--- config.mk ---
export PLATFORM = sky130hd
export DESIGN_NAME = capin_unit
export DESIGN_NICKNAME = d
export VERILOG_FILES = /design/src/rtl/capin_pkg.sv /design/src/rtl/capin_sync.sv /design/src/rtl/capin_event.sv /design/src/rtl/capin_regs.sv /design/src/rtl/capin_unit.sv
export SDC_FILE = /design/constraint.sdc
export NUM_CORES = 1
export LEC_CHECK = 0
export ABC_CLOCK_PERIOD_IN_PS = 2760
export BUFFER_PORTS_ARGS = -buffer_cell sky130_fd_sc_hd__buf_4
export CAP_MARGIN = 25
export CELL_PAD_IN_SITES_DETAIL_PLACEMENT = 1
export CELL_PAD_IN_SITES_GLOBAL_PLACEMENT = 1
export CORE_MARGIN = 5
export CORE_UTILIZATION = 38
export CTS_CLUSTER_SIZE = 28
export DETAILED_ROUTE_END_ITERATION = 12
export GPL_ROUTABILITY_DRIVEN = 0
export PLACE_DENSITY = 0.93
export SLEW_MARGIN = 20
export SYNTH_ARGS = -nofsm -noshare
export SYNTH_HDL_FRONTEND = slang
export SYNTH_SLANG_ARGS = --single-unit
--- constraint.sdc ---
create_clock -name clk -period 2.76 [get_ports clk]
set_input_delay 0.276 -clock clk [delete_from_list [all_inputs] [get_ports clk]]
set_output_delay 0.276 -clock clk [all_outputs]
set_load 0.005 [all_outputs]
--- src/rtl/capin_pkg.sv ---
package capin_pkg;

  typedef enum logic [1:0] {
    CNT_TIMER = 2'b00,
    CNT_RISE  = 2'b01,
    CNT_FALL  = 2'b10,
    CNT_BOTH  = 2'b11
  } cnt_mode_e;

  typedef struct packed {
    logic irq_en;
    logic on_fall;
    logic on_rise;
  } cap_ctl_t;

  localparam logic [1:0] ADDR_CTL  = 2'd0;
  localparam logic [1:0] ADDR_MODE = 2'd1;
  localparam logic [1:0] ADDR_CAP  = 2'd2;
  localparam logic [1:0] ADDR_FLAG = 2'd3;

endpackage

--- src/rtl/capin_sync.sv ---
module capin_sync #(
  parameter int STAGES = 2
) (
  input  logic clk,
  input  logic rst_n,
  input  logic pin_async,
  output logic rise_o,
  output logic fall_o
);
  logic [STAGES-1:0] chain_q;
  logic              last_q;

  generate
    if (STAGES == 1) begin : g_one
      always_ff @(posedge clk) begin
        if (!rst_n) chain_q <= '0;
        else        chain_q <= pin_async;
      end
    end else begin : g_many
      always_ff @(posedge clk) begin
        if (!rst_n) chain_q <= '0;
        else        chain_q <= {chain_q[STAGES-2:0], pin_async};
      end
    end
  endgenerate

  always_ff @(posedge clk) begin
    if (!rst_n) last_q <= 1'b0;
    else        last_q <= chain_q[STAGES-1];
  end

  assign rise_o = chain_q[STAGES-1] & ~last_q;
  assign fall_o = ~chain_q[STAGES-1] & last_q;

  // every detected edge is a single-cycle pulse
  a_r8_rise_one_cycle: assert property (@(posedge clk) disable iff (!rst_n)
    rise_o |=> !rise_o);
  a_r8_fall_one_cycle: assert property (@(posedge clk) disable iff (!rst_n)
    fall_o |=> !fall_o);
  a_r8_edges_exclusive: assert property (@(posedge clk) disable iff (!rst_n)
    $onehot0({rise_o, fall_o}));
endmodule

--- src/rtl/capin_event.sv ---
module capin_event
  import capin_pkg::*;
(
  input  logic      rise_i,
  input  logic      fall_i,
  input  logic      on_rise_i,
  input  logic      on_fall_i,
  input  cnt_mode_e mode_i,
  output logic      cap_fire_o,
  output logic      count_inc_o
);
  logic timer_mode;
  logic edge_sel;

  always_comb begin
    timer_mode = (mode_i == CNT_TIMER);
    edge_sel   = (mode_i[0] & rise_i) | (mode_i[1] & fall_i);
    // capture is allowed only while the pin is not the count source
    cap_fire_o  = timer_mode & ((on_rise_i & rise_i) | (on_fall_i & fall_i));
    count_inc_o = timer_mode | edge_sel;
  end
endmodule

--- src/rtl/capin_regs.sv ---
module capin_regs
  import capin_pkg::*;
#(
  parameter int TMR_W = 32
) (
  input  logic             clk,
  input  logic             rst_n,
  input  logic             wr_en,
  input  logic [1:0]       addr,
  input  logic [2:0]       wdata,
  output logic [TMR_W-1:0] rdata,
  input  logic             cap_load,
  input  logic [TMR_W-1:0] cap_in,
  input  logic             flag_set,
  output cap_ctl_t         ctl_o,
  output cnt_mode_e        mode_o,
  output logic [TMR_W-1:0] cap_o,
  output logic             flag_o
);
  logic flag_clr;
  assign flag_clr = wr_en && (addr == ADDR_FLAG) && wdata[0];

  always_ff @(posedge clk) begin
    if (!rst_n) begin
      ctl_o  <= '0;
      mode_o <= CNT_TIMER;
      cap_o  <= '0;
      flag_o <= 1'b0;
    end else begin
      if (wr_en && addr == ADDR_CTL)  ctl_o  <= cap_ctl_t'(wdata);
      if (wr_en && addr == ADDR_MODE) mode_o <= cnt_mode_e'(wdata[1:0]);
      if (cap_load) cap_o <= cap_in;
      // a capture in the clearing cycle wins
      if (flag_set)      flag_o <= 1'b1;
      else if (flag_clr) flag_o <= 1'b0;
    end
  end

  always_comb begin
    rdata = '0;
    unique case (addr)
      ADDR_CTL:  rdata[2:0] = ctl_o;
      ADDR_MODE: rdata[1:0] = mode_o;
      ADDR_CAP:  rdata      = cap_o;
      ADDR_FLAG: rdata[0]   = flag_o;
      default:   rdata      = '0;
    endcase
  end

  // flag holds until cleared by a write of 1
  a_r5_flag_sticky: assert property (@(posedge clk) disable iff (!rst_n)
    flag_o && !flag_clr |=> flag_o);
  // capture register changes only on a capture load
  a_r10_cap_readonly: assert property (@(posedge clk) disable iff (!rst_n)
    !cap_load |=> $stable(cap_o));
endmodule

--- src/rtl/capin_unit.sv ---
module capin_unit
  import capin_pkg::*;
#(
  parameter int TMR_W       = 32,
  parameter int SYNC_STAGES = 2
) (
  input  logic             clk,
  input  logic             rst_n,
  input  logic             pin_async,
  input  logic [TMR_W-1:0] tmr_value,
  input  logic             reg_wr,
  input  logic [1:0]       reg_addr,
  input  logic [2:0]       reg_wdata,
  output logic [TMR_W-1:0] reg_rdata,
  output logic             count_inc,
  output logic             cap_irq
);
  logic             rise, fall, cap_fire;
  cap_ctl_t         ctl;
  cnt_mode_e        mode;
  logic [TMR_W-1:0] cap_q;

  capin_sync #(.STAGES(SYNC_STAGES)) u_sync (
    .clk(clk), .rst_n(rst_n), .pin_async(pin_async),
    .rise_o(rise), .fall_o(fall)
  );

  capin_event u_event (
    .rise_i(rise), .fall_i(fall),
    .on_rise_i(ctl.on_rise), .on_fall_i(ctl.on_fall), .mode_i(mode),
    .cap_fire_o(cap_fire), .count_inc_o(count_inc)
  );

  capin_regs #(.TMR_W(TMR_W)) u_regs (
    .clk(clk), .rst_n(rst_n),
    .wr_en(reg_wr), .addr(reg_addr), .wdata(reg_wdata), .rdata(reg_rdata),
    .cap_load(cap_fire), .cap_in(tmr_value), .flag_set(cap_fire & ctl.irq_en),
    .ctl_o(ctl), .mode_o(mode), .cap_o(cap_q), .flag_o(cap_irq)
  );

  // a capture stores the timer value seen at its edge
  a_r2_capture_value: assert property (@(posedge clk) disable iff (!rst_n)
    cap_fire |=> cap_q == $past(tmr_value));
  // no capture while counting pin edges
  a_r9_counter_no_capture: assert property (@(posedge clk) disable iff (!rst_n)
    mode != CNT_TIMER |=> $stable(cap_q));
  // timer mode increments every clock
  a_r7_timer_inc: assert property (@(posedge clk) disable iff (!rst_n)
    mode == CNT_TIMER |-> count_inc);
  // counter mode increments only on a detected edge
  a_r8_count_needs_edge: assert property (@(posedge clk) disable iff (!rst_n)
    (mode != CNT_TIMER && count_inc) |-> (rise || fall));
endmodule

==> flow_metrics.env, run 1 <==
export IMPL_die_h_microns=81.44
export IMPL_synth_ff_type="dfxtp_1"
export IMPL_async_flop_share=0
export IMPL_max_clock_freq_ghz=0.5515
export IMPL_cts_buffers=5
export IMPL_insertion_delay_ns=0.29
export IMPL_worstMarginPinSlew_ns=0.6848
export IMPL_slowest_delay_ns=0.57
export IMPL_ys_types=19
export IMPL_dieArea_sq_um=6632
export IMPL_cts_root_buf="clkbuf_8"
export IMPL_drt_first_pass_iters=4
export IMPL_area_growth_pct=34.26
export IMPL_hpwl_microns=3659
export IMPL_avgSynthCellArea_sq_um=9.148
export IMPL_holdCritPathClass="in2reg"
export IMPL_path_cells="buf_4 -> nor2b_2 -> buf_4 -> and2_1 -> buf_4"
export IMPL_io_pins=75
export IMPL_arrival_ns=1.54
export IMPL_required_ns=2.48
export IMPL_min_to="u_sync.chain_q[0]"
export IMPL_path_class="in2out"
export IMPL_yosys_area_share_xor_xnor=0
export IMPL_slowest_stage="nor2b_2"
export IMPL_grt_antenna_before_repair=0
export IMPL_vias_per_cell=4.735
export IMPL_clock_skew_ns=0.004554
export IMPL_reg2reg_depth=4
export IMPL_grt_ovfl_total=0
export IMPL_syn_num_nets=253
export IMPL_highest_layer="met4"
export IMPL_post_cts_buffers=0
export IMPL_io_buffers=74
export IMPL_powerDensity_nw_per_um2=424.7
export IMPL_irDropWorstVdd_mv=0.1948
export IMPL_p_leak_nw=1.162
export IMPL_grt_start_max_net_pins=75
export IMPL_drive_gt1_frac=0.3238
export IMPL_cts_buffer_depth=2
export IMPL_diodes=0
export IMPL_hold_buffers=0
export IMPL_synth_seq_cells=41
export IMPL_slew_viol_final=0
export IMPL_whs_path_depth=2
export IMPL_synth_mux_area_frac=0.2129
export IMPL_wl_per_cell_microns=14.22
export IMPL_drt_initial_drc_count=42
export IMPL_timing_rr_start="u_sync.chain_q[1]"
export IMPL_die_w_microns=81.44
export IMPL_post_place_ws_ns=0.9114
export IMPL_synth_compound_area_frac=0.02129
export IMPL_nNetsFinal=322
export IMPL_wl_met3_microns=270
export IMPL_reg2reg_slack_ns=1.25
export IMPL_fin_ws_ns=0.9469
export IMPL_outcome="complete, no violations"
export IMPL_r2r_end="u_regs.cap_o[20]"
export IMPL_cp_max_fo=20
export IMPL_grt_pass1_vias=1782
export IMPL_drv_cap=0
export IMPL_relSlewSlack=0.5435
export IMPL_fin_crit_ns=1.813
export IMPL_cts_sinks=41
export IMPL_hold_viol_final=0
export IMPL_netlist_area_sq_um=1939
export IMPL_track_usage=0.1615
export IMPL_drt_met1_wl_microns=1996
export IMPL_dr_total_vias=1662
export IMPL_rows=26
export IMPL_synth_simple_gate_area_share=0.2961
export IMPL_finalSetupTns_ns=0
export IMPL_grt_pass1_wl_microns=8266
export IMPL_final_cell_mix="77 x buf_4, 65 x nand2_1, 41 x dfxtp_1"
export IMPL_synth_cells=212
export IMPL_cts_clk_slew_worst_paths_ns=0.07
export IMPL_yosys_warnings=0
export IMPL_min_from="pin_async"
export IMPL_final_common_cell="buf_4"
export IMPL_rsz0062_at_grt="false"
export IMPL_synth_edf_count=0
export IMPL_synthAdderAreaFrac=0
export IMPL_finalCritPeriodShare=0.6569
export IMPL_h_tree_depth=2
export IMPL_core_region_area_sq_um=5042
export IMPL_critPathLaunchType="input pin"
export IMPL_setup_viol_count_final=0
export IMPL_cts_resized_gates=0
export IMPL_cts_tree="yes"
export IMPL_ys_seq_area_frac=0.4232
export IMPL_cp_common_cell="buf_4"
export IMPL_ant_nets=0
export IMPL_end_kind="primary output"
export IMPL_synth_top_family_by_area="simple AND/OR/NAND/NOR gates"
export IMPL_wl_microns=4992
export IMPL_drcViolationCount=0
export IMPL_start_util=0.3846
export IMPL_routed_wl_met2_microns=2644
## stage by stage
stage	instances	cell area [sq um]	hold slack, ns	total power, W	util
after detailed placement	344	2517	0.4248	0.0007275	0.4993
final	351	2604	0.2155	0.001106	0.5164
after CTS	351	2604	0.2171	0.001123	0.5164
after global placement	344	2517	0.4190	0.0007228	0.4993
after global routing	351	2604	0.2175	0.001162	0.5164
after floorplan	212	1939	0.4033	0.0006662	-
## synth_stat cells (2+ instances only)
library cell,count,share of area
and2_1,31,0.10
buf_8,3,0.023
clkbuf_1,12,0.023
dfxtp_1,41,0.42
mux2i_1,39,0.20
nand2_1,65,0.13
nand3b_1,3,0.012
nand3b_4,2,0.021
nor2b_1,6,0.019
## cell families (layout without fill, tap and decap cells)
group                  Yosys count  after routing
buffers and inverters           15             84
muxes                           40             40
DFF                             41             41
and+or+nand+nor                112            112
AOI/OAI and AO/OA                4              4
## report_power, final
group / leakage (nW) / switching, W / internal [W] / total (W)
combinational: 0.787 / 0.0000489 / 0.0000585 / 0.000107
sequential: 0.331 / 0.00000674 / 0.000598 / 0.000605
clock: 0.0443 / 0.000195 / 0.000198 / 0.000394
total: 1.16 / 0.000251 / 0.000855 / 0.00111
## final cells by class
class	instances	area (sq um)
fillers	603	2439
multi-input cells	156	1031
flip-flops and latches	41	820.8
repair buffers	77	578.1
well taps	70	87.58
clock buffers	7	86.33
## flip-flops by register name, indices dropped and copies added, names as in the netlist
name	flops
u_sync.chain_q	2
u_sync.last_q	1
u_regs.cap_o	32
u_regs.flag_o	1
u_regs.ctl_o	3
u_regs.mode_o	2
## worst max path at each step
| stage | start | endpoint | slack [ns] | cells past startpoint |
|---|---|---|---|---|
| floorplan | u_sync.chain_q[1] | u_regs.cap_o[0] | 1.38 | 4 |
| global placement | reg_addr[1] | reg_rdata[23] | 0.98 | 5 |
| detailed placement | reg_addr[1] | reg_rdata[25] | 0.91 | 5 |
| CTS | reg_addr[1] | reg_rdata[25] | 0.90 | 5 |
| global route | reg_addr[1] | reg_rdata[21] | 0.77 | 5 |
| finish | reg_addr[1] | reg_rdata[25] | 0.95 | 5 |
## layer usage
layer	up-vias	global-route usage
li1	821	-
met2	47	0.2997
met5	-	0
met3	8	0.04386
met1	786	0.1741
met4	0	0.05743
## critical path: cells and delay by family
kind                   cells  cell delay, ns
AND/OR/NAND/NOR            2            0.73
buffers and inverters      3            0.52
Power figures use the tool's default switching activity.
==> inputs of run 2 (changes only) <==
--- a/config.mk
+++ b/config.mk
@@ -5,17 +5,17 @@
 export SDC_FILE = /design/constraint.sdc
 export NUM_CORES = 1
 export LEC_CHECK = 0
-export ABC_CLOCK_PERIOD_IN_PS = 2760
+export ABC_CLOCK_PERIOD_IN_PS = 1600
 export BUFFER_PORTS_ARGS = -buffer_cell sky130_fd_sc_hd__buf_4
 export CAP_MARGIN = 25
 export CELL_PAD_IN_SITES_DETAIL_PLACEMENT = 1
 export CELL_PAD_IN_SITES_GLOBAL_PLACEMENT = 1
 export CORE_MARGIN = 5
-export CORE_UTILIZATION = 38
+export CORE_UTILIZATION = 32
 export CTS_CLUSTER_SIZE = 28
 export DETAILED_ROUTE_END_ITERATION = 12
 export GPL_ROUTABILITY_DRIVEN = 0
-export PLACE_DENSITY = 0.93
+export PLACE_DENSITY = 0.85
 export SLEW_MARGIN = 20
 export SYNTH_ARGS = -nofsm -noshare
 export SYNTH_HDL_FRONTEND = slang
==> constraint.sdc (replaced) <==
create_clock -name clk -period 1.6 [get_ports clk]
set_input_delay 0.16 -clock clk [delete_from_list [all_inputs] [get_ports clk]]
set_output_delay 0.16 -clock clk [all_outputs]
set_load 0.005 [all_outputs]
==> flow_metrics.env, run 2 (synthesis gave the netlist of run 1 again) <==
export IMPL_grt_pass1_wl_microns=8314
export IMPL_cts_resized_gates=0
export IMPL_critPathLaunchType="flop"
export IMPL_relSlewSlack=0.7472
export IMPL_rows=28
export IMPL_cts_sinks=41
export IMPL_min_from="pin_async"
export IMPL_slowest_stage="mux4_2"
export IMPL_regMostFlops="u_regs.cap_o"
export IMPL_wl_per_cell_microns=13.81
export IMPL_slowest_delay_ns=0.47
export IMPL_setup_viol_count_final=0
export IMPL_grt_pass1_vias=1826
export IMPL_drt_first_pass_iters=4
export IMPL_reg2reg_slack_ns=0.19
export IMPL_path_class="reg2out"
export IMPL_final_cell_mix="77 x buf_4, 65 x nand2_1, 41 x dfxtp_1"
export IMPL_grtUsageMet3=0.03481
export IMPL_dieArea_sq_um=7718
export IMPL_post_route_util=0.4527
export IMPL_drive_gt1_frac=0.3310
export IMPL_cp_buffers_inverters=1
export IMPL_arrival_ns=1.28
export IMPL_ant_nets=0
export IMPL_area_growth_pct=38.19
export IMPL_cp_top_family="multiplexers"
export IMPL_grt_start_max_net_pins=39
export IMPL_die_h_microns=87.85
export IMPL_clock_skew_ns=0.005647
export IMPL_slew_viol_final=0
export IMPL_cp_max_fo=5
export IMPL_finalCritPeriodShare=0.8976
export IMPL_drt_initial_drc_count=48
export IMPL_wl_microns=4959
export IMPL_cts_root_buf="clkbuf_8"
export IMPL_fillCellCount=718
export IMPL_drcViolationCount=0
export IMPL_core_region_area_sq_um=5921
export IMPL_final_common_cell="buf_4"
export IMPL_insertion_delay_ns=0.28
export IMPL_top_usage_layer="met2"
export IMPL_fin_crit_ns=1.436
export IMPL_outcome="complete, no violations"
export IMPL_gr_usage_met2=0.2404
export IMPL_start_util=0.3276
export IMPL_vias_per_cell=4.630
export IMPL_cts_tree="yes"
export IMPL_rsz0062_at_grt="false"
export IMPL_largest_reg_flops=32
export IMPL_drv_cap=0
export IMPL_io_buffers=74
export IMPL_grt_antenna_before_repair=0
export IMPL_cts_clk_slew_worst_paths_ns=0.08
export IMPL_irDropWorstVdd_mv=0.3912
export IMPL_cts_buffers=5
export IMPL_dr_total_vias=1662
export IMPL_worstMarginPinSlew_ns=0.3776
export IMPL_grt_ovfl_total=0
export IMPL_max_clock_freq_ghz=0.6963
export IMPL_p_leak_nw=1.193
export IMPL_startpoint="u_regs.mode_o[0]"
export IMPL_end_kind="primary output"
export IMPL_h_tree_depth=2
export IMPL_timing_rr_start="u_sync.chain_q[1]"
export IMPL_whs_ns=0.1020
export IMPL_powerDensity_nw_per_um2=778.6
export IMPL_track_usage=0.1347
export IMPL_io_pins=75
export IMPL_post_cts_buffers=0
export IMPL_diodes=0
export IMPL_cts_buffer_depth=2
export IMPL_required_ns=1.44
export IMPL_holdCritPathClass="in2reg"
export IMPL_use_met1=0.1639
export IMPL_nNetsFinal=324
export IMPL_die_w_microns=87.85
export IMPL_hold_buffers=0
export IMPL_hpwl_microns=3770
export IMPL_hold_viol_final=0
export IMPL_path_cells="mux4_2 -> buf_4"
export IMPL_finalSetupTns_ns=0
export IMPL_largest_registers="u_regs.cap_o x32, u_regs.ctl_o x3"
==> run 2: cell types whose count changed in the layout (fill, tap and decap cells not counted), sizes merged <==
cell    change
buf         +2
bufinv      +1
==> run 2: cell type report <==
| cell class | count | area (sq um) | share of cell area |
|---|---|---|---|
| Clock buffer | 7 | 86.33 | 0.03221 |
| Sequential cell | 41 | 820.8 | 0.3063 |
| Timing Repair Buffer | 79 | 618.1 | 0.2306 |
| Tap cell | 75 | 93.84 | 0.03501 |
| Clock inverter | 1 | 30.03 | 0.01120 |
| Multi-Input combinational cell | 156 | 1031 | 0.3847 |
==> run 2: path summary, 6_finish.rpt <==
| kind | end | cells after the start |
|---|---|---|
| max | reg_rdata[0] | 2 |
| min | u_sync.chain_q[0] | 2 |
| max reg2reg | u_regs.cap_o[0] | 4 |
| min reg2reg | u_sync.chain_q[1] | 1 |
==> run 2: through the flow <==
stage	setup WS, ns	std cells	area (sq um)	power (W)
2_1_floorplan	0.2232	212	1939	0.001149
3_3_place_gp	0.2694	351	2564	0.001259
3_5_place_dp	0.1909	351	2564	0.001266
4_1_cts	0.1429	359	2680	0.002123
5_1_grt	0.1022	359	2680	0.002184
6_report	0.1638	359	2680	0.002087
==> run 2: routing by layer <==
metal  wire length, microns  part of all wire  up-vias
met3                    245             0.049        2
met4                     19            0.0038        0
met2                   2510              0.51       41
met1                   2184              0.44      795
met5                      0                 0        -
li1                       -                 -      824
==> run 2: power by group <==
| group | switching (W) | internal [W] |
|---|---|---|
| combinational | 0.0000871 | 0.000108 |
| clock | 0.000340 | 0.000509 |
| sequential | 0.0000111 | 0.00103 |
==> inputs of run 3 (changes only) <==
--- a/config.mk
+++ b/config.mk
@@ -5,13 +5,14 @@
 export SDC_FILE = /design/constraint.sdc
 export NUM_CORES = 1
 export LEC_CHECK = 0
+export ABC_AREA = 1
 export ABC_CLOCK_PERIOD_IN_PS = 1600
 export BUFFER_PORTS_ARGS = -buffer_cell sky130_fd_sc_hd__buf_4
 export CAP_MARGIN = 25
 export CELL_PAD_IN_SITES_DETAIL_PLACEMENT = 1
 export CELL_PAD_IN_SITES_GLOBAL_PLACEMENT = 1
 export CORE_MARGIN = 5
-export CORE_UTILIZATION = 32
+export CORE_UTILIZATION = 30
 export CTS_CLUSTER_SIZE = 28
 export DETAILED_ROUTE_END_ITERATION = 12
 export GPL_ROUTABILITY_DRIVEN = 0
==> flow_metrics.env, run 3 <==
export IMPL_cts_buffers=5
export IMPL_regMostFlops="u_regs.cap_o"
export IMPL_critPathLaunchType="flop"
export IMPL_drcViolationCount=0
export IMPL_wl_microns=5644
export IMPL_final_cell_mix="80 x buf_4, 72 x inv_1, 68 x nor2_1"
export IMPL_ant_nets=0
export IMPL_synthTopCellsByCount="72 x inv_1, 68 x nor2_1, 43 x nand2_1, 42 x nand3_1, 41 x dfxtp_1"
export IMPL_synthMostInstantiatedCell="inv_1"
export IMPL_grt_pass1_wl_microns=9515
export IMPL_drive_gt1_frac=0.2275
export IMPL_grt_start_max_net_pins=42
export IMPL_synth_edf_count=0
export IMPL_nNetsFinal=440
export IMPL_dp_cells=488
export IMPL_max_clock_freq_ghz=0.7625
export IMPL_ys_types=17
export IMPL_r2r_end="u_regs.cap_o[5]"
export IMPL_avgSynthCellArea_sq_um=6.286
export IMPL_grt_pass1_vias=2221
export IMPL_synth_ff_type="dfxtp_1"
export IMPL_io_buffers=74
export IMPL_stdcell_count=496
export IMPL_async_flop_share=0
export IMPL_hold_viol_final=0
export IMPL_ff_latch_area_sq_um=820.8
export IMPL_rsz0062_at_grt="false"
export IMPL_start_util=0.3081
export IMPL_cts_clk_slew_worst_paths_ns=0.08
export IMPL_grt_ovfl_total=0
export IMPL_vias_per_cell=4.365
export IMPL_holdCritPathClass="in2reg"
export IMPL_ys_seq_area_frac=0.3921
export IMPL_core_region_area_sq_um=6794
export IMPL_grt_antenna_before_repair=0
export IMPL_fillCellCount=904
export IMPL_dieArea_sq_um=8748
export IMPL_finalCritPeriodShare=0.8197
export IMPL_wl_per_cell_microns=11.38
export IMPL_dr_total_vias=2165
export IMPL_hold_buffers=0
export IMPL_yosys_warnings=0
export IMPL_track_usage=0.1312
export IMPL_drt_initial_drc_count=74
export IMPL_syn_num_nets=374
export IMPL_clock_skew_ns=0.007956
export IMPL_synth_cells=333
export IMPL_required_ns=1.44
export IMPL_largest_registers="u_regs.cap_o x32, u_regs.ctl_o x3"
export IMPL_multi_input_area_sq_um=869.6
export IMPL_cts_resized_gates=0
export IMPL_synth_seq_cells=41
export IMPL_crit_end="count_inc"
export IMPL_outcome="complete, no violations"
export IMPL_h_tree_depth=2
export IMPL_die_h_microns=93.53
export IMPL_worstMarginPinSlew_ns=0.4090
export IMPL_end_kind="primary output"
export IMPL_cts_root_buf="clkbuf_8"
export IMPL_synth_area_leaders="dfxtp_1 39%, inv_1 13%, nor2_1 12%"
export IMPL_drv_cap=0
export IMPL_cts_buffer_depth=2
export IMPL_yosysTopAreaCell="dfxtp_1"
export IMPL_rows=30
export IMPL_area_growth_pct=34.01
export IMPL_arrival_ns=1.15
export IMPL_p_leak_nw=1.336
export IMPL_reg2reg_slack_ns=0.33
export IMPL_cp_max_fo=4
export IMPL_post_cts_buffers=0
export IMPL_irDropWorstVdd_mv=0.4102
export IMPL_drt_first_pass_iters=4
export IMPL_final_common_cell="buf_4"
export IMPL_die_w_microns=93.53
export IMPL_diodes=0
export IMPL_cts_sinks=41
export IMPL_hpwl_microns=4266
export IMPL_netlist_area_sq_um=2093
export IMPL_whs_ns=0.04554
export IMPL_slew_viol_final=0
export IMPL_setup_viol_count_final=0
export IMPL_startpoint="u_regs.mode_o[0]"
export IMPL_powerDensity_nw_per_um2=784.8
export IMPL_io_pins=75
export IMPL_timing_rr_start="u_sync.chain_q[1]"
export IMPL_relSlewSlack=0.7273
export IMPL_insertion_delay_ns=0.29
export IMPL_reg2reg_depth=6
export IMPL_path_class="reg2out"
export IMPL_finalSetupTns_ns=0
export IMPL_netlist_area_leader_share=0.3921
export IMPL_fin_crit_ns=1.312
export IMPL_largest_reg_flops=32
export IMPL_cts_tree="yes"
==> run 3: cell types whose count changed after synthesis, moves of 7 or more <==
cell	delta
a21oi_1	+35
and2_1	-31
buf_2	+7
inv_1	+72
mux2i_1	-39
nand2_1	-22
nand3_1	+42
nor2_1	+67
==> run 3: worst min-delay path by stage <==
stage	startpoint	slack [ns]	end	cells after the start
floorplan	pin_async	0.26	u_sync.chain_q[0]	2
finish	pin_async	0.05	u_sync.chain_q[0]	3
CTS	pin_async	0.04	u_sync.chain_q[0]	3
global placement	pin_async	0.34	u_sync.chain_q[0]	3
detailed placement	pin_async	0.35	u_sync.chain_q[0]	3
global route	pin_async	0.05	u_sync.chain_q[0]	3
==> run 3: kinds of logic (layout without fill, tap and decap cells) <==
kind of cell	Yosys count	in the layout	share of synthesized area
AOI/OAI and AO/OA	41	41	0.09982
buffers and inverters	94	161	0.1960
DFF	41	41	0.3921
and+or+nand+nor	157	157	0.3120
==> run 3: report_power, final <==
part / leakage, nW / switching [W] / total (W) / internal, W
clock: 0.0574 / 0.000356 / 0.000863 / 0.000507
combinational: 0.947 / 0.000155 / 0.000279 / 0.000124
sequential: 0.332 / 0.0000172 / 0.00106 / 0.00104
total: 1.34 / 0.000528 / 0.00220 / 0.00167
==> run 3: per-layer routing <==
| layer | GRT usage | up-vias | part of all wire |
|---|---|---|---|
| met5 | 0 | - | 0 |
| met4 | 0.02888 | 0 | 0.0041 |
| met3 | 0.04023 | 2 | 0.055 |
| met2 | 0.2370 | 43 | 0.50 |
| met1 | 0.1511 | 993 | 0.44 |
| li1 | - | 1127 | - |
==> run 3: worst max-delay path, cell delays in order, from the launching register on <==
cell and delay [ns]:
dfxtp_1 0.46, nor2_4 0.06, nand3b_1 0.19, buf_4 0.16
==> run 3: layout make-up <==
cell class                 instances  area share
multi-input combinational        198      0.3100
clock buffer                       6     0.02944
clock inverter                     2     0.01338
timing repair buffer              80      0.2141
tap                               96     0.04282
inverter                          73     0.09768
sequential                        41      0.2926
==> run 3: per-stage QoR <==
| step | utilization | total power (W) | worst slack (ns) | area [sq um] |
|---|---|---|---|---|
| final | 0.4129 | 0.002202 | 0.2884 | 2805 |
| after global routing | 0.4129 | 0.002327 | 0.2128 | 2805 |
| after CTS | 0.4129 | 0.002246 | 0.2748 | 2805 |
| after detailed placement | 0.3952 | 0.001367 | 0.3455 | 2685 |
| after global placement | 0.3952 | 0.001358 | 0.4124 | 2685 |
| after floorplan | - | 0.001235 | 0.5404 | 2093 |
